--- src/rtl/auth_seq_pkg.sv ---
// Package: shared encodings for the wake-command-response sequencer.
// Assumes: flag codes and status values are decoded by neighbouring blocks.
package auth_seq_pkg;

    typedef enum logic [1:0] {
        FLG_WAKE  = 2'd0,
        FLG_XMIT  = 2'd1,
        FLG_CMD   = 2'd2,
        FLG_SLEEP = 2'd3
    } flag_e;

    typedef enum logic [2:0] {
        TS_OK       = 3'd0,
        TS_WAKE_ERR = 3'd1,
        TS_FMT_ERR  = 3'd2,
        TS_CRC_ERR  = 3'd3,
        TS_TIMEOUT  = 3'd4
    } txn_status_e;

    typedef enum logic [3:0] {
        SQ_IDLE,
        SQ_F_WAKE,
        SQ_F_WXMIT,
        SQ_RX_WAKE,
        SQ_F_CMD,
        SQ_BLK,
        SQ_WAIT_PARSE,
        SQ_F_POLL,
        SQ_RX_POLL,
        SQ_WAIT_EXEC,
        SQ_F_READ,
        SQ_RX_BLK,
        SQ_CHECK,
        SQ_F_SLEEP,
        SQ_DONE
    } seq_state_e;

    localparam logic [7:0] WAKE_OK_BYTE = 8'h11;
    localparam int         MIN_FRAME    = 4;

endpackage

--- src/rtl/seq_countdown.sv ---
// Module: seq_countdown
// Loadable down-counter shared by every wait of the sequencer.
// Assumes: the owner loads it on entry to a wait and polls zero each cycle;
// a loaded value V reaches zero V cycles later and then holds there.
module seq_countdown #(
    parameter int W = 17
) (
    input  logic         clk,
    input  logic         rst_n,
    input  logic         load,
    input  logic [W-1:0] load_val,
    output logic         zero
);

    logic [W-1:0] cnt_q;

    // Load a new count or step down towards zero.
    always_ff @(posedge clk) begin
        if (!rst_n) begin
            cnt_q <= '0;
        end else if (load) begin
            cnt_q <= load_val;
        end else if (cnt_q != '0) begin
            cnt_q <= cnt_q - 1'b1;
        end
    end

    // Expired flag.
    always_comb zero = (cnt_q == '0);

endmodule

--- src/rtl/seq_rx_frame.sv ---
// Module: seq_rx_frame
// Collects one response frame: the first byte is the total length, the
// rest follow. Flags the frame complete or its length byte out of range,
// and offers the stored bytes on a read port.
// Assumes: clear precedes every frame; no byte is taken once full or bad.
module seq_rx_frame
    import auth_seq_pkg::*;
#(
    parameter int MAX_BLK = 39,
    parameter int AW      = 6
) (
    input  logic          clk,
    input  logic          rst_n,
    input  logic          clear,
    input  logic          en,
    input  logic          rx_valid,
    input  logic [7:0]    rx_byte,
    output logic          full,
    output logic          bad,
    output logic [AW-1:0] len,
    input  logic [AW-1:0] rd_addr,
    output logic [7:0]    rd_data
);

    logic [AW-1:0] idx_q;
    logic [7:0]    need_q;
    logic          full_q;
    logic          bad_q;
    logic          take;
    logic [7:0]    store_q [MAX_BLK];

    // A byte is accepted only while collecting and not yet finished.
    always_comb take = en && rx_valid && !full_q && !bad_q;

    // Track position, announced length, completion and range fault.
    always_ff @(posedge clk) begin
        if (!rst_n) begin
            idx_q  <= '0;
            need_q <= '0;
            full_q <= 1'b0;
            bad_q  <= 1'b0;
        end else if (clear) begin
            idx_q  <= '0;
            need_q <= '0;
            full_q <= 1'b0;
            bad_q  <= 1'b0;
        end else if (take) begin
            idx_q <= idx_q + 1'b1;
            if (idx_q == '0) begin
                need_q <= rx_byte;
                bad_q  <= (rx_byte < 8'(MIN_FRAME)) || (rx_byte > 8'(MAX_BLK));
            end else begin
                full_q <= ((8'(idx_q) + 8'd1) == need_q);
            end
        end
    end

    // Byte storage, written in arrival order.
    always_ff @(posedge clk) begin
        if (take) begin
            store_q[idx_q] <= rx_byte;
        end
    end

    // Read port and status outputs.
    always_comb begin
        rd_data = (rd_addr < AW'(MAX_BLK)) ? store_q[rd_addr] : 8'h00;
        full    = full_q;
        bad     = bad_q;
        len     = idx_q;
    end

endmodule

--- src/rtl/seq_ctrl.sv ---
// Module: seq_ctrl
// Transaction state machine: wake handshake, command issue, parse/exec
// waits (long or short path), frame collection with bounded retries, and
// the closing sleep flag. Drives a shared countdown for every wait.
// Assumes: delay inputs are stable while busy; handshake partners hold
// their done/ack for one cycle per request.
module seq_ctrl
    import auth_seq_pkg::*;
#(
    parameter int DLY_W     = 16,
    parameter int MAX_RETRY = 3,
    localparam int TW       = DLY_W + 1,
    localparam int RC_W     = (MAX_RETRY < 1) ? 1 : $clog2(MAX_RETRY + 1)
) (
    input  logic             clk,
    input  logic             rst_n,
    input  logic             start,
    input  logic             cmd_long,
    input  logic [DLY_W-1:0] parse_cycles,
    input  logic [DLY_W-1:0] exec_cycles,
    input  logic [DLY_W-1:0] rx_timeout,
    output logic             flag_req,
    output logic [1:0]       flag_code,
    input  logic             flag_ack,
    output logic             blk_req,
    input  logic             blk_done,
    input  logic             rx_valid,
    input  logic [7:0]       rx_byte,
    output logic             chk_req,
    input  logic             chk_done,
    input  logic             chk_pass,
    input  logic             tmr_zero,
    output logic             tmr_load,
    output logic [TW-1:0]    tmr_val,
    output logic             frm_clear,
    output logic             frm_en,
    input  logic             frm_full,
    input  logic             frm_bad,
    output logic             busy,
    output logic             done,
    output logic [2:0]       status,
    output logic [7:0]       err_code
);

    seq_state_e  state_q, state_d;
    txn_status_e status_q, status_d;
    logic        set_status;
    logic        set_err;
    logic [RC_W-1:0] retry_q;
    logic        retry_inc;
    logic        retry_clr;
    logic        long_q;
    logic [7:0]  err_q;

    // Failed-attempt outcome: another read or give up.
    function automatic seq_state_e after_fail(input logic [RC_W-1:0] tries);
        return (tries < RC_W'(MAX_RETRY)) ? SQ_F_READ : SQ_F_SLEEP;
    endfunction

    // Next-state, timer loads and outcome decisions.
    always_comb begin
        state_d    = state_q;
        status_d   = status_q;
        set_status = 1'b0;
        set_err    = 1'b0;
        retry_inc  = 1'b0;
        retry_clr  = 1'b0;
        tmr_load   = 1'b0;
        tmr_val    = '0;
        frm_clear  = 1'b0;
        unique case (state_q)
            SQ_IDLE: begin
                if (start) begin
                    state_d    = SQ_F_WAKE;
                    retry_clr  = 1'b1;
                    set_status = 1'b1;
                    status_d   = TS_OK;
                end
            end
            SQ_F_WAKE: begin
                if (flag_ack) state_d = SQ_F_WXMIT;
            end
            SQ_F_WXMIT: begin
                if (flag_ack) begin
                    state_d  = SQ_RX_WAKE;
                    tmr_load = 1'b1;
                    tmr_val  = TW'(rx_timeout);
                end
            end
            SQ_RX_WAKE: begin
                if (rx_valid) begin
                    if (rx_byte == WAKE_OK_BYTE) begin
                        state_d = SQ_F_CMD;
                    end else begin
                        state_d    = SQ_F_SLEEP;
                        set_status = 1'b1;
                        status_d   = TS_WAKE_ERR;
                        set_err    = 1'b1;
                    end
                end else if (tmr_zero) begin
                    state_d    = SQ_F_SLEEP;
                    set_status = 1'b1;
                    status_d   = TS_TIMEOUT;
                end
            end
            SQ_F_CMD: begin
                if (flag_ack) state_d = SQ_BLK;
            end
            SQ_BLK: begin
                if (blk_done) begin
                    tmr_load = 1'b1;
                    if (long_q) begin
                        state_d = SQ_WAIT_PARSE;
                        tmr_val = TW'(parse_cycles);
                    end else begin
                        state_d = SQ_WAIT_EXEC;
                        tmr_val = TW'(parse_cycles) + TW'(exec_cycles);
                    end
                end
            end
            SQ_WAIT_PARSE: begin
                if (tmr_zero) state_d = SQ_F_POLL;
            end
            SQ_F_POLL: begin
                if (flag_ack) begin
                    state_d  = SQ_RX_POLL;
                    tmr_load = 1'b1;
                    tmr_val  = TW'(rx_timeout);
                end
            end
            SQ_RX_POLL: begin
                if (rx_valid) begin
                    state_d    = SQ_F_SLEEP;
                    set_status = 1'b1;
                    status_d   = TS_FMT_ERR;
                    set_err    = 1'b1;
                end else if (tmr_zero) begin
                    state_d  = SQ_WAIT_EXEC;
                    tmr_load = 1'b1;
                    tmr_val  = TW'(exec_cycles);
                end
            end
            SQ_WAIT_EXEC: begin
                if (tmr_zero) state_d = SQ_F_READ;
            end
            SQ_F_READ: begin
                if (flag_ack) begin
                    state_d   = SQ_RX_BLK;
                    frm_clear = 1'b1;
                    tmr_load  = 1'b1;
                    tmr_val   = TW'(rx_timeout);
                end
            end
            SQ_RX_BLK: begin
                if (frm_bad) begin
                    state_d   = after_fail(retry_q);
                    retry_inc = 1'b1;
                    if (state_d == SQ_F_SLEEP) begin
                        set_status = 1'b1;
                        status_d   = TS_CRC_ERR;
                    end
                end else if (frm_full) begin
                    state_d = SQ_CHECK;
                end else if (rx_valid) begin
                    tmr_load = 1'b1;
                    tmr_val  = TW'(rx_timeout);
                end else if (tmr_zero) begin
                    state_d    = SQ_F_SLEEP;
                    set_status = 1'b1;
                    status_d   = TS_TIMEOUT;
                end
            end
            SQ_CHECK: begin
                if (chk_done) begin
                    if (chk_pass) begin
                        state_d    = SQ_F_SLEEP;
                        set_status = 1'b1;
                        status_d   = TS_OK;
                    end else begin
                        state_d   = after_fail(retry_q);
                        retry_inc = 1'b1;
                        if (state_d == SQ_F_SLEEP) begin
                            set_status = 1'b1;
                            status_d   = TS_CRC_ERR;
                        end
                    end
                end
            end
            SQ_F_SLEEP: begin
                if (flag_ack) state_d = SQ_DONE;
            end
            SQ_DONE: begin
                state_d = SQ_IDLE;
            end
            default: begin
                state_d = SQ_IDLE;
            end
        endcase
    end

    // State, outcome, error byte, path choice and retry count registers.
    always_ff @(posedge clk) begin
        if (!rst_n) begin
            state_q  <= SQ_IDLE;
            status_q <= TS_OK;
            err_q    <= 8'h00;
            long_q   <= 1'b0;
            retry_q  <= '0;
        end else begin
            state_q <= state_d;
            if (set_status) status_q <= status_d;
            if (set_err) err_q <= rx_byte;
            if (state_q == SQ_IDLE && start) long_q <= cmd_long;
            if (retry_clr) begin
                retry_q <= '0;
            end else if (retry_inc && retry_q < RC_W'(MAX_RETRY)) begin
                retry_q <= retry_q + 1'b1;
            end
        end
    end

    // Flag request and code decoded from the flag states.
    always_comb begin
        flag_req  = 1'b1;
        flag_code = FLG_XMIT;
        unique case (state_q)
            SQ_F_WAKE:  flag_code = FLG_WAKE;
            SQ_F_WXMIT, SQ_F_POLL, SQ_F_READ: flag_code = FLG_XMIT;
            SQ_F_CMD:   flag_code = FLG_CMD;
            SQ_F_SLEEP: flag_code = FLG_SLEEP;
            default:    flag_req  = 1'b0;
        endcase
    end

    // Remaining handshake and status outputs.
    always_comb begin
        blk_req  = (state_q == SQ_BLK);
        chk_req  = (state_q == SQ_CHECK);
        frm_en   = (state_q == SQ_RX_BLK);
        busy     = (state_q != SQ_IDLE);
        done     = (state_q == SQ_DONE);
        status   = status_q;
        err_code = err_q;
    end

endmodule

--- src/rtl/auth_txn_seq.sv ---
// Module: auth_txn_seq (top)
// Host sequencer for one wake-command-response transaction with a
// single-wire authentication device. Wires the state machine, the shared
// wait counter and the frame collector together.
// Assumes: flag, block and checker partners follow a request/acknowledge
// handshake; the checker observes the received bytes on its own.
module auth_txn_seq
    import auth_seq_pkg::*;
#(
    parameter int DLY_W     = 16,
    parameter int MAX_RETRY = 3,
    parameter int MAX_BLK   = 39,
    localparam int AW       = $clog2(MAX_BLK + 1),
    localparam int TW       = DLY_W + 1
) (
    input  logic             clk,
    input  logic             rst_n,
    input  logic             start,
    input  logic             cmd_long,
    input  logic [DLY_W-1:0] parse_cycles,
    input  logic [DLY_W-1:0] exec_cycles,
    input  logic [DLY_W-1:0] rx_timeout,
    output logic             flag_req,
    output logic [1:0]       flag_code,
    input  logic             flag_ack,
    output logic             blk_req,
    input  logic             blk_done,
    input  logic             rx_valid,
    input  logic [7:0]       rx_byte,
    output logic             chk_req,
    input  logic             chk_done,
    input  logic             chk_pass,
    output logic             busy,
    output logic             done,
    output logic [2:0]       status,
    output logic [7:0]       err_code,
    output logic [AW-1:0]    resp_len,
    input  logic [AW-1:0]    rd_addr,
    output logic [7:0]       rd_data
);

    logic          tmr_zero;
    logic          tmr_load;
    logic [TW-1:0] tmr_val;
    logic          frm_clear;
    logic          frm_en;
    logic          frm_full;
    logic          frm_bad;

    seq_ctrl #(
        .DLY_W     (DLY_W),
        .MAX_RETRY (MAX_RETRY)
    ) u_ctrl (
        .clk          (clk),
        .rst_n        (rst_n),
        .start        (start),
        .cmd_long     (cmd_long),
        .parse_cycles (parse_cycles),
        .exec_cycles  (exec_cycles),
        .rx_timeout   (rx_timeout),
        .flag_req     (flag_req),
        .flag_code    (flag_code),
        .flag_ack     (flag_ack),
        .blk_req      (blk_req),
        .blk_done     (blk_done),
        .rx_valid     (rx_valid),
        .rx_byte      (rx_byte),
        .chk_req      (chk_req),
        .chk_done     (chk_done),
        .chk_pass     (chk_pass),
        .tmr_zero     (tmr_zero),
        .tmr_load     (tmr_load),
        .tmr_val      (tmr_val),
        .frm_clear    (frm_clear),
        .frm_en       (frm_en),
        .frm_full     (frm_full),
        .frm_bad      (frm_bad),
        .busy         (busy),
        .done         (done),
        .status       (status),
        .err_code     (err_code)
    );

    seq_countdown #(
        .W (TW)
    ) u_timer (
        .clk      (clk),
        .rst_n    (rst_n),
        .load     (tmr_load),
        .load_val (tmr_val),
        .zero     (tmr_zero)
    );

    seq_rx_frame #(
        .MAX_BLK (MAX_BLK),
        .AW      (AW)
    ) u_frame (
        .clk      (clk),
        .rst_n    (rst_n),
        .clear    (frm_clear),
        .en       (frm_en),
        .rx_valid (rx_valid),
        .rx_byte  (rx_byte),
        .full     (frm_full),
        .bad      (frm_bad),
        .len      (resp_len),
        .rd_addr  (rd_addr),
        .rd_data  (rd_data)
    );

endmodule

--- config.mk ---
export PLATFORM = sky130hd
export DESIGN_NAME = auth_txn_seq
export DESIGN_NICKNAME = d
export VERILOG_FILES = /design/src/rtl/auth_seq_pkg.sv /design/src/rtl/seq_countdown.sv /design/src/rtl/seq_rx_frame.sv /design/src/rtl/seq_ctrl.sv /design/src/rtl/auth_txn_seq.sv
export SDC_FILE = /design/constraint.sdc
export NUM_CORES = 1
export LEC_CHECK = 0
export CAP_MARGIN = 5
export CORE_MARGIN = 1
export CORE_UTILIZATION = 50
export DETAILED_ROUTE_END_ITERATION = 6
export PLACE_DENSITY = 0.77
export SLEW_MARGIN = 25
export SYNTH_ARGS = -nofsm -noshare
export SYNTH_HDL_FRONTEND = slang
export SYNTH_SLANG_ARGS = --single-unit
--- constraint.sdc ---
create_clock -name clk -period 4.5 [get_ports clk]
set_input_delay 1.35 -clock clk [delete_from_list [all_inputs] [get_ports clk]]
set_output_delay 1.35 -clock clk [all_outputs]
set_load 0.05 [all_outputs]
* Yosys cells after proc, flatten, opt, wreduce, memory -nomap -nowiden *
Memories as Yosys holds them, arrays and structs flattened.
Cells that the tools add are included.

operators by class
  magnitude comparators = 4
  eq/ne operators = 34
  mux-type cells = 76
  bitwise gates (word level) = 2
  add/subtract/negate cells = 5
  reductions and logical operators = 23

operators by type and width
  cell                     number
  $mux W17                 7
  $mux W4                  21
  $pmux W17 S4             1
  $pmux W4 S14             1
  $mux W16                 3
  $mux W3                  12
  $eq A4 B4 Y1 const B     8
  $mux W1                  24
  $ne A2 B2 Y1 const B     10
  $add A16 B16 Y17         1
  $logic_not A17 Y1        1
  $reduce_bool A17 Y1      1
  $sub A17 B1 Y17 const B  1
  $eq A4 B3 Y1 const B     4
  $pmux W3 S5              1
  $reduce_and A13 Y1       1
  $ne A3 B3 Y1 const B     4
  $eq A4 B2 Y1 const B     2
  $eq A8 B5 Y1 const B     1
  $eq A8 B8 Y1             1
  $gt A8 B6 Y1 const B     1
  $lt A8 B3 Y1 const B     1
  $mux W8                  1
  $reduce_and A8 Y1        1
  other kinds (25)         35

word-level totals
  output and inout bits = 32
  bits in registers = 51
  memories = 1
  bits in writable memories = 312
  bits of input ports = 71
  logic and storage cells = 155

memory list
  name             words  width  read ports  clocked after Yosys merged registers in  write ports  line                RTL
  u_frame.store_q  39     8      1           0                                        1            seq_rx_frame.sv:30  logic [7:0] store_q [MAX_BLK];

* Depth between registers and ports, before layout *
  word-level depth = 8
  depth in mapped cells = 9
  depth with buffers taken out = 8

* Hierarchy *
A second synthesis with hierarchy kept.

unflattened totals
  cells, all modules = 1103
  area, all modules = 16321.9 um^2

by module, submodules not included
  module         times used  seq. area each (um^2)  area an instance (um^2)  cells each
  seq_rx_frame   1           9689.3                 13037.5                  672
  seq_ctrl       1           360.3                  2364.8                   320
  seq_countdown  1           340.3                  919.6                    111

* Least setup slack after synthesis *
Ideal clock, no wire load.

  path type = input to output
  start point = input port rd_addr[2]
  end point = output port rd_data[1]
  data arrival time = 3.971 ns
  required time = 3.150 ns
  setup slack = -0.821 ns
  cell stages on the path = 8
  buffers on the path = 4
  path through = clkbuf_1 buf_2 clkbuf_1 buf_1 nand2_1 o21ai_0 mux2i_1 o21ai_0

on the way
  longest elaborated chain between the ends = 2
  elaborated cells on any way between the ends = 3
  classes of those cells = 1 x order compare; 1 x mux; 1 x memory

ends and longest elaborated chain
  what                                                   line                RTL
  start, declared                                        auth_txn_seq.sv:38  input logic [AW-1:0] rd_addr,
  $mem_v2 Z39 W8 / $lt A6 B6 Y1 (equally long branches)  --
  $mux W8 *                                              seq_rx_frame.sv:67  rd_data = (rd_addr < AW'(MAX_BLK)) ? store_q[rd_addr] : 8'h00;
  end, declared                                          auth_txn_seq.sv:39  output logic [7:0] rd_data

Mark *: on every way between the ends. The rest lies on a longest branch, timed or not.

* Worst setup path after layout *
  start point = input port rd_addr[0]
  end point = output port rd_data[1]

The elaborated chain is that of the path after synthesis.

==> metrics list <==
* Antenna Cells: 0
- After synthesis, the largest family of logic cells by area is multiplexers.
- Slowest library cell on the worst path: mux4_2
* Die Width: 183 um
- Worst-skew pair later-pin latency: 0.52 ns
* Overall via count from detail_route: 10900
- In this run the count of I/O pins placed on the die edge is 103.
* Fraction of the mapped netlist area in adder cells: 1.73%
* Most numerous cell types in the synthesized netlist: edfxtp_1 (312), nor2_1 (103), mux4_2 (87)
- Summing every instance area after synthesis gives 16400 sq um.
- Compound-cell area share of the yosys netlist: 7.90%
* Initial antenna violation count: 0
- After layout, the worst setup slack is -0.0863 ns.
- Once the floorplan was initialized, standard cells occupied 51.3% of the core.
- STA classifies the critical path endpoint as a primary output.
- For flop-to-flop paths, the worst setup slack is 1.32 ns.
- Setup repair after global routing could not meet its margin everywhere.
* Number of detailed-route iterations in the first pass: 5
* Total half-perimeter wirelength after legalization and detailed placement: 26.0 mm
- Number of warnings printed during yosys synthesis: 0
- The detail route stage leaves a number of antenna-violating nets equal to 0.
- Routed Wire Length: 42.6 mm
- Clock tree from TritonCTS: done
- Root Buffer: clkbuf_16
- Summed over all nets, wire length on met3 after detailed routing comes to 3.59 mm.
- Core Util, Final: 62.4%
- Across the VDD grid, the largest voltage drop is 0.282 mV.
- Buffers inserted during clock tree synthesis total 35.
* Final cycle utilization of the critical path: 102%
- Together, buffers and inverters on the worst path number 3.
* Vias in the first global route: 10800
- First-pass GRT wire length: 64.8 mm
- Cell accounting for the most synthesized area: edfxtp_1
- Routability-driven placement finished with a final weighted congestion of 0.896.
* Multiplexer fraction of the synthesized cell area: 14.3%
- For this block, the initial DRC count from the detailed router was 1412.
- Sorting the synthesized cells by area gives the leading types as edfxtp_1 (57%), mux4_2 (12%), dfxtp_1 (6.2%).
* Standard cell core area: 31900 sq um
- The H-tree was split into 2 levels.
* Share of final-layout standard cells stronger than drive strength 1: 21.8%
* Layout Area Growth over Synthesis: 21.7%
- The floorplan step defined a die boundary enclosing 33400 sq um.
* Violations in the final reports: negative setup slack
- TritonCTS Sinks: 363
- WP data arrival: 3.24 ns
- At the pin with the least slew margin, the transition time is 0.991 ns.
- The filler cells instantiated in the layout total 2308.
- Counting flops with a built-in enable in the synthesized netlist gives 312.
- In the final routed layout, each cell accounts on average for 24.6 um.
* Share of the yosys chip area belonging to registers: 63.5%
- After detailed routing, the met2 layer carries 21.1 mm of wire.
- Entering global routing, the biggest net connects 44 pins.
- In this run the biggest area consumer among cell types represents 57.3% of the synthesized area.
* Startpoint class of the critical path: input port
- Die span in y: 183 um
- Type of the most critical hold path: flip-flop to flip-flop
* Xor and xnor fraction of the mapped netlist area: 1.55%
- Ratio of routed vias to standard cells: 6.32
- Synthesis-stage register bit count: 363
* Cell class contributing the biggest share of worst-path delay: multiplexers
- Number of nets at the end of the flow: 1364
- Gate Count Post-Synth: 1099
- Shortest period the worst path allows: 4.59 ns
* Fraction of registers with async set or reset after synthesis: 0%
* Max Cap Viol: 0
* Max Clock Skew: 0.0159 ns
- Count of cell types in the netlist: 75
* Crit Path Class: input port to primary output
- Maximum buffer depth of the clock tree: 3
* Final number of hold-violating endpoints: 0
- In this design, the critical path's most frequently occurring cell is mux4_2.
- By instance count, the leading cell after synthesis is edfxtp_1.
- Data required, critical path: 3.15 ns
* Highest layer used for signal routing: met4
* DRC: 0
- Leftover overflow at the end of global routing: 0
- Post-Synth Simple-Gate Area: 9.00%
- For this run, the top clock speed supported by timing is 0.218 GHz.
- Run status: complete, but fails checks
* Net Count, Synth: 1192
- Top flip-flop cell by instance count after synthesis: edfxtp_1
- For this design the static power due to leakage is 0.00679 uW.
* Per-instance average area after synthesis: 14.9 sq um
* Pins over their slew limit: 0
- Count of input and output buffers: 102
* Cells along the critical path: buf_16 -> buf_12 -> mux4_2 -> mux4_2 -> a22oi_2 -> o21ai_4 -> buf_6
* Total GRT Usage: 26.0%
- Post-Route Setup TNS: -0.228 ns
- In this run, post-CTS hold repair placed 0 buffers.
* Max stage delay on crit path: 0.55 ns
- Setup violations remaining at the end of the flow were counted as 6.
* Met1 WL: 16.6 mm
- Power spread over the standard cell area amounts to 433 nW/um^2.
- In this run the worst path has a maximum fanout of 6.
* Standard-cell rows: 65
- Register clock-pin slew on the reported worst setup and hold paths: 0.06 ns
- In this run the tightest slew margin relative to its limit is 33.9%.
[final cells by class]
type | count | area (sq um) | share of cell area (%)
flip-flops and latches | 363 | 10400 | 52.2
clock inverters | 20 | 255 | 1.28
inverters | 14 | 52.6 | 0.264
well taps | 435 | 544 | 2.73
clock buffers | 42 | 902 | 4.53
multi-input cells | 659 | 5730 | 28.8
repair buffers | 198 | 2030 | 10.2
[worst reg2reg max path: stages, from the launching register on]
cell	delay (ns)
dfxtp_1	0.44
buf_4	0.24
nand3b_1	0.30
nor4_1	0.65
nand3b_1	0.44
nor2_1	0.74
[worst paths after layout]
path | start | end | depth (start not counted)
max | rd_addr[0] | rd_data[1] | 7
min | u_ctrl.status[2] | u_ctrl.status[2] | 2
max reg2reg | u_ctrl.state_q[2] | u_frame.store_q[26][1] | 5
min reg2reg | u_ctrl.status[2] | u_ctrl.status[2] | 2
[layout by cell type (no fill, tap or decap), types with 9 or more instances in the layout]
cell,instances
xnor2_1,13
clkdlybuf4s50_1,91
a31oi_1,13
a21o_1,9
nor2b_1,16
o21ai_0,34
a21oi_1,35
xor2_1,14
nand2_1,56
nor3_1,16
mux2i_1,34
ha_1,21
inv_1,14
nand3_1,28
nand4_1,12
nor2_1,103
buf_6,9
o211ai_1,10
mux4_2,87
clkbuf_16,35
buf_4,79
a211oi_1,9
dfxtp_1,51
a222oi_1,9
buf_12,10
edfxtp_1,312
[metrics by stage]
stage          instances  instance area [sq um]  hold WS (ns)  setup WS, ns  power, uW
6_report            1731                  19900         0.446       -0.0863       8610
5_1_grt             1731                  19900         0.470        -0.109       8900
4_1_cts             1731                  19900         0.449       -0.0587       8590
3_5_place_dp        1662                  18500         0.439        -0.278       5580
3_3_place_gp        1662                  18500         0.439        -0.257       5530
2_1_floorplan       1099                  16400         0.437       -0.0260       5070
[cells by family after synthesis]
family | count (synthesis)
mux | 124
fa+ha+maj | 22
compound gates | 189
flops | 363
simple gates | 296
xor+xnor | 28
buf+inv | 77
[timing repair]
| item | in CTS | in global routing |
|---|---|---|
| buffers inserted | 2 | 0 |
| pin swaps | 4 | 2 |
| gates cloned | 6 | 0 |
| setup endpoints to repair | 8 | 8 |
| gates resized for setup | 32 | 0 |
[sequential cells by signal, indices dropped and copies added (netlist names)]
| name | count |
|---|---|
| u_frame.bad | 1 |
| u_ctrl.status | 3 |
| u_ctrl.long_q | 1 |
| u_timer.cnt_q | 17 |
| u_ctrl.retry_q | 2 |
| u_frame.full | 1 |
| u_frame.need_q | 8 |
| u_ctrl.err_code | 8 |
| u_frame.len | 6 |
| u_frame.store_q | 312 |
| u_ctrl.state_q | 4 |
[power by group]
part / internal (uW) / switching (uW) / total [uW]
clock network: 1780 / 1250 / 3030
logic: 733 / 996 / 1730
registers: 3730 / 125 / 3850
total: 6240 / 2370 / 8610
[per-layer routing]
metal | global-route usage, % | vias up
met4 | 8.67 | 0
met1 | 35.1 | 5498
met3 | 3.83 | 87
li1 | - | 4725
met5 | 0 | -
met2 | 43.3 | 625
Note: power is estimated with default switching activity, not from simulation.
